--- src/rtl/rmc_pkg.sv ---
package rmc_pkg;

  typedef enum logic [2:0] {
    M_OFF   = 3'd0,
    M_IDLE  = 3'd1,
    M_HIB   = 3'd2,
    M_DOZE  = 3'd3,
    M_RXW   = 3'd4,
    M_RX    = 3'd5,
    M_TXW   = 3'd6,
    M_TX    = 3'd7
  } rmc_mode_e;

  localparam logic [1:0] LP_REQ_HIB  = 2'b01;
  localparam logic [1:0] LP_REQ_DOZE = 2'b10;

  function automatic logic mode_is_tx(input rmc_mode_e m);
    return (m == M_TXW) || (m == M_TX);
  endfunction

  function automatic logic mode_is_rx(input rmc_mode_e m);
    return (m == M_RXW) || (m == M_RX);
  endfunction

  function automatic logic mode_is_seq(input rmc_mode_e m);
    return mode_is_tx(m) || mode_is_rx(m);
  endfunction

endpackage

--- src/rtl/rmc_sync.sv ---
module rmc_sync #(
  parameter int              STAGES  = 2,
  parameter int              NPINS   = 2,
  parameter logic [NPINS-1:0] PIN_RST = '0
) (
  input  logic             clk,
  input  logic             rst_n,
  input  logic [NPINS-1:0] pins_i,
  output logic             rst_q_n,
  output logic [NPINS-1:0] pins_o
);

  localparam int TOP = STAGES - 1;

  logic [STAGES-1:0] rst_chain_q;

  always_ff @(posedge clk or negedge rst_n) begin
    if (!rst_n) begin
      rst_chain_q <= '0;
    end else begin
      rst_chain_q <= {rst_chain_q[TOP-1:0], 1'b1};
    end
  end

  assign rst_q_n = rst_chain_q[TOP];

  for (genvar gi = 0; gi < NPINS; gi++) begin : g_pin
    logic [STAGES-1:0] chain_q;

    always_ff @(posedge clk or negedge rst_q_n) begin
      if (!rst_q_n) begin
        chain_q <= {STAGES{PIN_RST[gi]}};
      end else begin
        chain_q <= {chain_q[TOP-1:0], pins_i[gi]};
      end
    end

    assign pins_o[gi] = chain_q[TOP];
  end

endmodule

--- src/rtl/rmc_warmup_timer.sv ---
module rmc_warmup_timer #(
  parameter int CYCLES = 2304
) (
  input  logic clk,
  input  logic rst_n,
  input  logic load_i,
  input  logic run_i,
  output logic expired_o
);

  localparam int CNT_W = (CYCLES > 1) ? $clog2(CYCLES) : 1;
  localparam logic [CNT_W-1:0] LAST = CNT_W'(CYCLES - 1);

  logic [CNT_W-1:0] cnt_q;
  logic [CNT_W-1:0] cnt_d;
  logic             cnt_en;

  always_comb begin
    cnt_en = 1'b0;
    cnt_d  = cnt_q;
    if (load_i) begin
      cnt_en = 1'b1;
      cnt_d  = LAST;
    end else if (run_i && (cnt_q != '0)) begin
      cnt_en = 1'b1;
      cnt_d  = cnt_q - 1'b1;
    end
  end

  always_ff @(posedge clk or negedge rst_n) begin
    if (!rst_n) begin
      cnt_q <= '0;
    end else if (cnt_en) begin
      cnt_q <= cnt_d;
    end
  end

  assign expired_o = (cnt_q == '0);


  count_range_chk: assert property (@(posedge clk) disable iff (!rst_n)
    cnt_q <= LAST);

endmodule

--- src/rtl/rmc_mode_fsm.sv ---
module rmc_mode_fsm
  import rmc_pkg::*;
(
  input  logic       clk,
  input  logic       rst_n,
  input  logic       en_s_i,
  input  logic       attn_n_s_i,
  input  logic [1:0] lp_req_i,
  input  logic       seq_tx_i,
  input  logic       seq_end_i,
  input  logic       tmr_expired_i,
  output logic       tmr_load_o,
  output logic       tmr_run_o,
  output rmc_mode_e  mode_o,
  output logic       seq_done_o,
  output logic       seq_abort_o
);

  rmc_mode_e state_q, state_d;
  logic      en_prev_q;
  logic      en_rise;
  logic      done_q, done_d;
  logic      abort_q, abort_d, abort_en;

  assign en_rise = en_s_i && !en_prev_q;

  always_comb begin
    state_d    = state_q;
    done_d     = 1'b0;
    abort_d    = abort_q;
    abort_en   = 1'b0;
    tmr_load_o = 1'b0;
    unique case (state_q)
      M_OFF: state_d = M_IDLE;
      M_IDLE: begin
        if (en_rise) begin
          state_d    = seq_tx_i ? M_TXW : M_RXW;
          tmr_load_o = 1'b1;
          abort_en   = 1'b1;
          abort_d    = 1'b0;
        end else if (attn_n_s_i) begin
          if (lp_req_i == LP_REQ_HIB) begin
            state_d = M_HIB;
          end else if (lp_req_i == LP_REQ_DOZE) begin
            state_d = M_DOZE;
          end
        end
      end
      M_HIB, M_DOZE: begin
        if (!attn_n_s_i) begin
          state_d = M_IDLE;
        end
      end
      M_RXW, M_TXW: begin
        if (!en_s_i) begin
          state_d  = M_IDLE;
          abort_en = 1'b1;
          abort_d  = 1'b1;
        end else if (tmr_expired_i) begin
          state_d = (state_q == M_TXW) ? M_TX : M_RX;
        end
      end
      M_RX, M_TX: begin
        if (!en_s_i) begin
          state_d  = M_IDLE;
          abort_en = 1'b1;
          abort_d  = 1'b1;
        end else if (seq_end_i) begin
          state_d = M_IDLE;
          done_d  = 1'b1;
        end
      end
      default: state_d = M_IDLE;
    endcase
  end

  assign tmr_run_o = (state_q == M_RXW) || (state_q == M_TXW);

  always_ff @(posedge clk or negedge rst_n) begin
    if (!rst_n) begin
      state_q   <= M_OFF;
      en_prev_q <= 1'b0;
      done_q    <= 1'b0;
    end else begin
      state_q   <= state_d;
      en_prev_q <= en_s_i;
      done_q    <= done_d;
    end
  end

  always_ff @(posedge clk or negedge rst_n) begin
    if (!rst_n) begin
      abort_q <= 1'b0;
    end else if (abort_en) begin
      abort_q <= abort_d;
    end
  end

  assign mode_o      = state_q;
  assign seq_done_o  = done_q;
  assign seq_abort_o = abort_q;


  rx_via_warmup_chk: assert property (@(posedge clk) disable iff (!rst_n)
    (state_q == M_RX && $past(state_q) != M_RX) |-> $past(state_q) == M_RXW);


  tx_via_warmup_chk: assert property (@(posedge clk) disable iff (!rst_n)
    (state_q == M_TX && $past(state_q) != M_TX) |-> $past(state_q) == M_TXW);


  warmup_from_idle_chk: assert property (@(posedge clk) disable iff (!rst_n)
    ((state_q == M_RXW || state_q == M_TXW) && !$stable(state_q))
      |-> $past(state_q) == M_IDLE);


  lowpower_from_idle_chk: assert property (@(posedge clk) disable iff (!rst_n)
    ((state_q == M_HIB || state_q == M_DOZE) && !$stable(state_q))
      |-> $past(state_q) == M_IDLE);


  done_on_finish_chk: assert property (@(posedge clk) disable iff (!rst_n)
    seq_done_o |-> (state_q == M_IDLE) &&
                   ($past(state_q) == M_RX || $past(state_q) == M_TX));


  abort_on_leave_chk: assert property (@(posedge clk) disable iff (!rst_n)
    $rose(seq_abort_o) |-> (state_q == M_IDLE) && !seq_done_o &&
                           mode_is_seq($past(state_q)));

endmodule

--- src/rtl/rmc_out_decode.sv ---
module rmc_out_decode
  import rmc_pkg::*;
(
  input  rmc_mode_e mode_i,
  input  logic      rfctl_en_i,
  input  logic      dual_port_i,
  input  logic      rfctl_inv_i,
  output logic      rfctl_o,
  output logic      rfctl_oe_o,
  output logic      out_of_idle_o
);

  logic seq_level;
  logic pol;

  assign pol = dual_port_i && rfctl_inv_i;

  always_comb begin
    seq_level = 1'b0;
    if (mode_is_tx(mode_i)) begin
      seq_level = !pol;
    end else if (mode_is_rx(mode_i)) begin
      seq_level = pol;
    end
  end

  assign rfctl_oe_o    = rfctl_en_i && (mode_i != M_OFF);
  assign rfctl_o       = rfctl_oe_o && seq_level;
  assign out_of_idle_o = (mode_i != M_OFF) && (mode_i != M_IDLE);

endmodule

--- src/rtl/radio_mode_ctrl.sv ---
module radio_mode_ctrl
  import rmc_pkg::*;
#(
  parameter int WARMUP_CYCLES = 2304,
  parameter int SYNC_STAGES   = 2
) (
  input  logic       clk,
  input  logic       rst_n,
  input  logic       rxtx_en_i,
  input  logic       attn_n_i,
  input  logic [1:0] lp_req_i,
  input  logic       seq_tx_i,
  input  logic       seq_end_i,
  input  logic       rfctl_en_i,
  input  logic       dual_port_i,
  input  logic       rfctl_inv_i,
  output logic [2:0] mode_o,
  output logic       out_of_idle_o,
  output logic       rfctl_o,
  output logic       rfctl_oe_o,
  output logic       seq_done_o,
  output logic       seq_abort_o
);

  localparam int NPINS = 2;

  logic             rst_q_n;
  logic [NPINS-1:0] pins_s;
  logic             tmr_load, tmr_run, tmr_expired;
  rmc_mode_e        mode;

  rmc_sync #(
    .STAGES  (SYNC_STAGES),
    .NPINS   (NPINS),
    .PIN_RST (2'b10)
  ) u_sync (
    .clk     (clk),
    .rst_n   (rst_n),
    .pins_i  ({attn_n_i, rxtx_en_i}),
    .rst_q_n (rst_q_n),
    .pins_o  (pins_s)
  );

  rmc_warmup_timer #(
    .CYCLES (WARMUP_CYCLES)
  ) u_timer (
    .clk       (clk),
    .rst_n     (rst_q_n),
    .load_i    (tmr_load),
    .run_i     (tmr_run),
    .expired_o (tmr_expired)
  );

  rmc_mode_fsm u_fsm (
    .clk           (clk),
    .rst_n         (rst_q_n),
    .en_s_i        (pins_s[0]),
    .attn_n_s_i    (pins_s[1]),
    .lp_req_i      (lp_req_i),
    .seq_tx_i      (seq_tx_i),
    .seq_end_i     (seq_end_i),
    .tmr_expired_i (tmr_expired),
    .tmr_load_o    (tmr_load),
    .tmr_run_o     (tmr_run),
    .mode_o        (mode),
    .seq_done_o    (seq_done_o),
    .seq_abort_o   (seq_abort_o)
  );

  rmc_out_decode u_decode (
    .mode_i        (mode),
    .rfctl_en_i    (rfctl_en_i),
    .dual_port_i   (dual_port_i),
    .rfctl_inv_i   (rfctl_inv_i),
    .rfctl_o       (rfctl_o),
    .rfctl_oe_o    (rfctl_oe_o),
    .out_of_idle_o (out_of_idle_o)
  );

  assign mode_o = mode;


  ooi_matches_mode_chk: assert property (@(posedge clk) disable iff (!rst_q_n)
    out_of_idle_o |-> (mode_o > 3'd1));

endmodule

--- config.mk ---
export PLATFORM = sky130hd
export DESIGN_NAME = radio_mode_ctrl
export DESIGN_NICKNAME = d
export VERILOG_FILES = /design/src/rtl/rmc_pkg.sv /design/src/rtl/rmc_sync.sv /design/src/rtl/rmc_warmup_timer.sv /design/src/rtl/rmc_mode_fsm.sv /design/src/rtl/rmc_out_decode.sv /design/src/rtl/radio_mode_ctrl.sv
export SDC_FILE = /design/constraint.sdc
export NUM_CORES = 1
export LEC_CHECK = 0
export BUFFER_PORTS_ARGS = -buffer_cell sky130_fd_sc_hd__buf_2
export CAP_MARGIN = 5
export CORE_AREA = 3 3 47 80
export CTS_BUF_LIST = sky130_fd_sc_hd__clkbuf_4
export DETAILED_ROUTE_END_ITERATION = 7
export DIE_AREA = 0 0 50 83
export PLACE_DENSITY = 0.55
export SYNTH_ARGS = -nofsm -noshare
export SYNTH_HDL_FRONTEND = slang
export SYNTH_SLANG_ARGS = --single-unit
export TNS_END_PERCENT = 50
--- constraint.sdc ---
create_clock -name clk -period 1.8 [get_ports clk]
set_input_delay 0.54 -clock clk [delete_from_list [all_inputs] [get_ports clk]]
set_output_delay 0.54 -clock clk [all_outputs]
set_load 0.05 [all_outputs]
==> flow_metrics.env <==
export IMPL_status="finished, violations left"
export IMPL_violations="negative setup slack"
export IMPL_place_congestion=0.7667
export IMPL_clkLatencyLatePin_ns=0.32
export IMPL_grt_pass1_vias=1031
export IMPL_die_w_um=50
export IMPL_num_vias=1096
export IMPL_p_seq_share_pct=33.8
export IMPL_root_buffer="clkbuf_4"
export IMPL_ys_warn_count=0
export IMPL_synthDistinctLibCells=43
export IMPL_synth_edf_count=0
export IMPL_drc=0
export IMPL_syn_area_mm2=0.001247
export IMPL_start_util_pct=38.87
export IMPL_wl_per_cell_um=15.24
export IMPL_ir_drop_v=0.0007354
export IMPL_drtPass1Iterations=4
export IMPL_clk_pin_slew_ns=0.13
export IMPL_cp_start_kind="flop"
export IMPL_fin_area_mm2=0.001700
export IMPL_yosysTopAreaCell="dfrtp_1"
export IMPL_fillers=271
export IMPL_required_ns=1.26
export IMPL_overflow=0
export IMPL_internal_power_mw=1.234
export IMPL_antenna_found_initial=0
export IMPL_power_frac_clock_pct=19.1
export IMPL_hold_class="flop to async pin"
export IMPL_syn_inst=119
export IMPL_die_height_um=83
export IMPL_diodes=0
export IMPL_syn_avg_cell_area_um2=10.48
export IMPL_ys_flop_type="dfrtp_1"
export IMPL_fin_crit_sh_pct=105.2
export IMPL_synth_seq_area_share_pct=48.35
export IMPL_max_freq_mhz=528.2
export IMPL_ant_nets=0
export IMPL_routed_wl_um=3079
export IMPL_pre_cts_ws_ns=-0.07572
export IMPL_powerDensity_mw_per_mm2=1192
export IMPL_period_minus_slack_ns=1.893
export IMPL_cts_sinks=24
export IMPL_rsz0062_at_grt="true"
export IMPL_synth_nets=132
export IMPL_worst_slack_ns=-0.09327
export IMPL_port_buffers=18
export IMPL_hold_slack_ns=0.1247
export IMPL_cts_buffer_depth=2
export IMPL_finalSetupViolations=2
export IMPL_multi_input_area_um2=706.9
export IMPL_yosys_top_cells_area="dfrtp_1 (44%), dfstp_2 (4.2%), mux2i_1 (3.2%)"
export IMPL_cts_tree="yes"
export IMPL_drv_slew=0
export IMPL_p_leak_nw=0.7022
export IMPL_cp_max_fo=2
export IMPL_hold_viol_final=0
export IMPL_core_area_mm2=0.003209
export IMPL_grt_max_degree=15
export IMPL_die_area_mm2=0.004150
export IMPL_max_cap_violations=0
export IMPL_fin_skew_ns=0.006236
export IMPL_num_rows=27
export IMPL_drive_gt1_share_pct=43.40
export IMPL_dpl_cell_area_mm2=0.001498
export IMPL_viasPerCell=5.426
export IMPL_cp_end_kind="output port"
export IMPL_htree_levels=1
export IMPL_nNetsFinal=173
export IMPL_drtIter0Drc=19
export IMPL_grt_pass1_wl_um=4767
export IMPL_synth_top_cell_area_share_pct=44.13
export IMPL_switching_share_pct=39.15
export IMPL_regArea_um2=609.3
export IMPL_dpl_hpwl_um=2203
export IMPL_area_delta_synth_final_pct=36.31
export IMPL_p_sw_uw=793.8
export IMPL_grt_util_all_layers_pct=14.76
export IMPL_pwr_share_comb_pct=47.1
export IMPL_cts_buffers=3
export IMPL_synthArstFlopShare_pct=100.0
export IMPL_path_class="flop to output port"
export IMPL_arrival_ns=1.35
export IMPL_pin_count=19
export IMPL_synth_ff_latch_count=24
==> sequential cells by signal, summed over array words and instances, names as in the netlist <==
register,count
u_timer.cnt_q,12
u_sync.g_pin.chain_q,4
u_fsm.mode_o,3
u_sync.rst_chain_q,2
u_fsm.seq_done_o,1
u_fsm.en_prev_q,1
u_fsm.seq_abort_o,1
==> path summary, 6_finish.rpt <==
check	from	endpoint	slack (ns)	cells after the start
min in group clk	attn_n_i	u_sync.g_pin[1].chain_q[0]	0.31	1
min	u_sync.rst_chain_q[1]	u_sync.g_pin[0].chain_q[0]	0.12	0
max in group asynchronous	rst_n	u_sync.rst_chain_q[0]	1.19	2
max	u_fsm.mode_o[2]	rfctl_oe_o	-0.09	3
max reg2reg	u_fsm.mode_o[2]	u_fsm.mode_o[2]	-0.01	5
min reg2reg	u_sync.rst_chain_q[1]	u_sync.g_pin[0].chain_q[0]	0.12	0
==> worst max-delay path, cell delays in order, from the launching register on <==
cell and delay [ns]:
dfrtp_2 0.44, or2_4 0.26, o21a_4 0.20, buf_8 0.14
==> power by group through the flow <==
stage / Clock, mW / Sequential, mW / Combinational (mW)
floorplan: 0 / 0.840 / 0.432
global placement: 0 / 0.723 / 0.748
detailed placement: 0 / 0.730 / 0.761
CTS: 0.398 / 0.686 / 0.860
global route: 0.427 / 0.695 / 1.01
finish: 0.388 / 0.685 / 0.955
==> routing by layer <==
| layer | part of all wire, % | vias to the layer above | wire (µm) | GRT usage, % |
|---|---|---|---|---|
| li1 | - | 517 | - | - |
| met1 | 38 | 538 | 1166 | 15.48 |
| met3 | 3.1 | 7 | 95 | 1.616 |
| met2 | 57 | 34 | 1759 | 28.10 |
| met4 | 1.9 | 0 | 57 | 6.045 |
| met5 | 0 | - | 0 | 0 |
==> cell type report <==
| type | count | share of cell area [%] |
|---|---|---|
| multi-input cells | 88 | 41.57 |
| well taps | 43 | 3.164 |
| flip-flops and latches | 24 | 35.84 |
| repair buffers | 38 | 15.23 |
| inverters | 5 | 1.104 |
| clock buffers | 3 | 1.325 |
| clock inverters | 1 | 1.766 |
==> cell usage in the layout (no fill, tap or decap), types with 4 or more instances in the layout <==
master and n:
buf_2 16, buf_4 19, dfrtp_1 17, dfrtp_2 5
inv_1 5, mux2i_1 4, nand2_1 8, nand3_1 5
nor2_1 9, o21ai_0 4
==> kinds of logic (layout without fill, tap and decap cells) <==
group	count (synthesis)	after routing	synth area share [%]
xor gates and xnor gates	2	2	1.404
buffers and inverters	8	47	3.109
DFF	24	24	48.35
muxes	6	6	5.015
AOI/OAI and AO/OA	23	24	14.64
and+or+nand+nor	53	53	25.18
other	1	1	0.3006
adders and majority gates	2	2	2.006
==> per-stage QoR <==
stage                     utilization, %  total power, mW  cells   TNS, ns
after floorplan                        -            1.272    119  -0.08202
after global placement             46.67            1.470    191  -0.08795
after detailed placement           46.67            1.491    191   -0.3752
after CTS                          50.21            1.944    199   -0.1075
after global routing               52.98            2.134    202   -0.3985
final                              52.98            2.028    202   -0.1008
==> synthesized netlist by cell type (3+ instances only) <==
library cell and n:
inv_1 5, nor4_1 5, dfrtp_1 22, nor3b_1 3
o31ai_1 3, nand3_1 5, o21ai_0 6, nand2_1 9
mux2i_1 4, or4_1 3, nor2_1 9
==> what timing repair did <==
| action | in CTS | in global routing |
|---|---|---|
| cloned | 0 | 1 |
| hold buffers | 1 | 0 |
| setup endpoints to repair | 15 | 16 |
| endpoints found under the hold margin | 2 | 0 |
| buffers inserted | 3 | 2 |
| pin swaps | 5 | 9 |
| gates resized for setup | 8 | 16 |
Power figures use the tool's default switching activity.
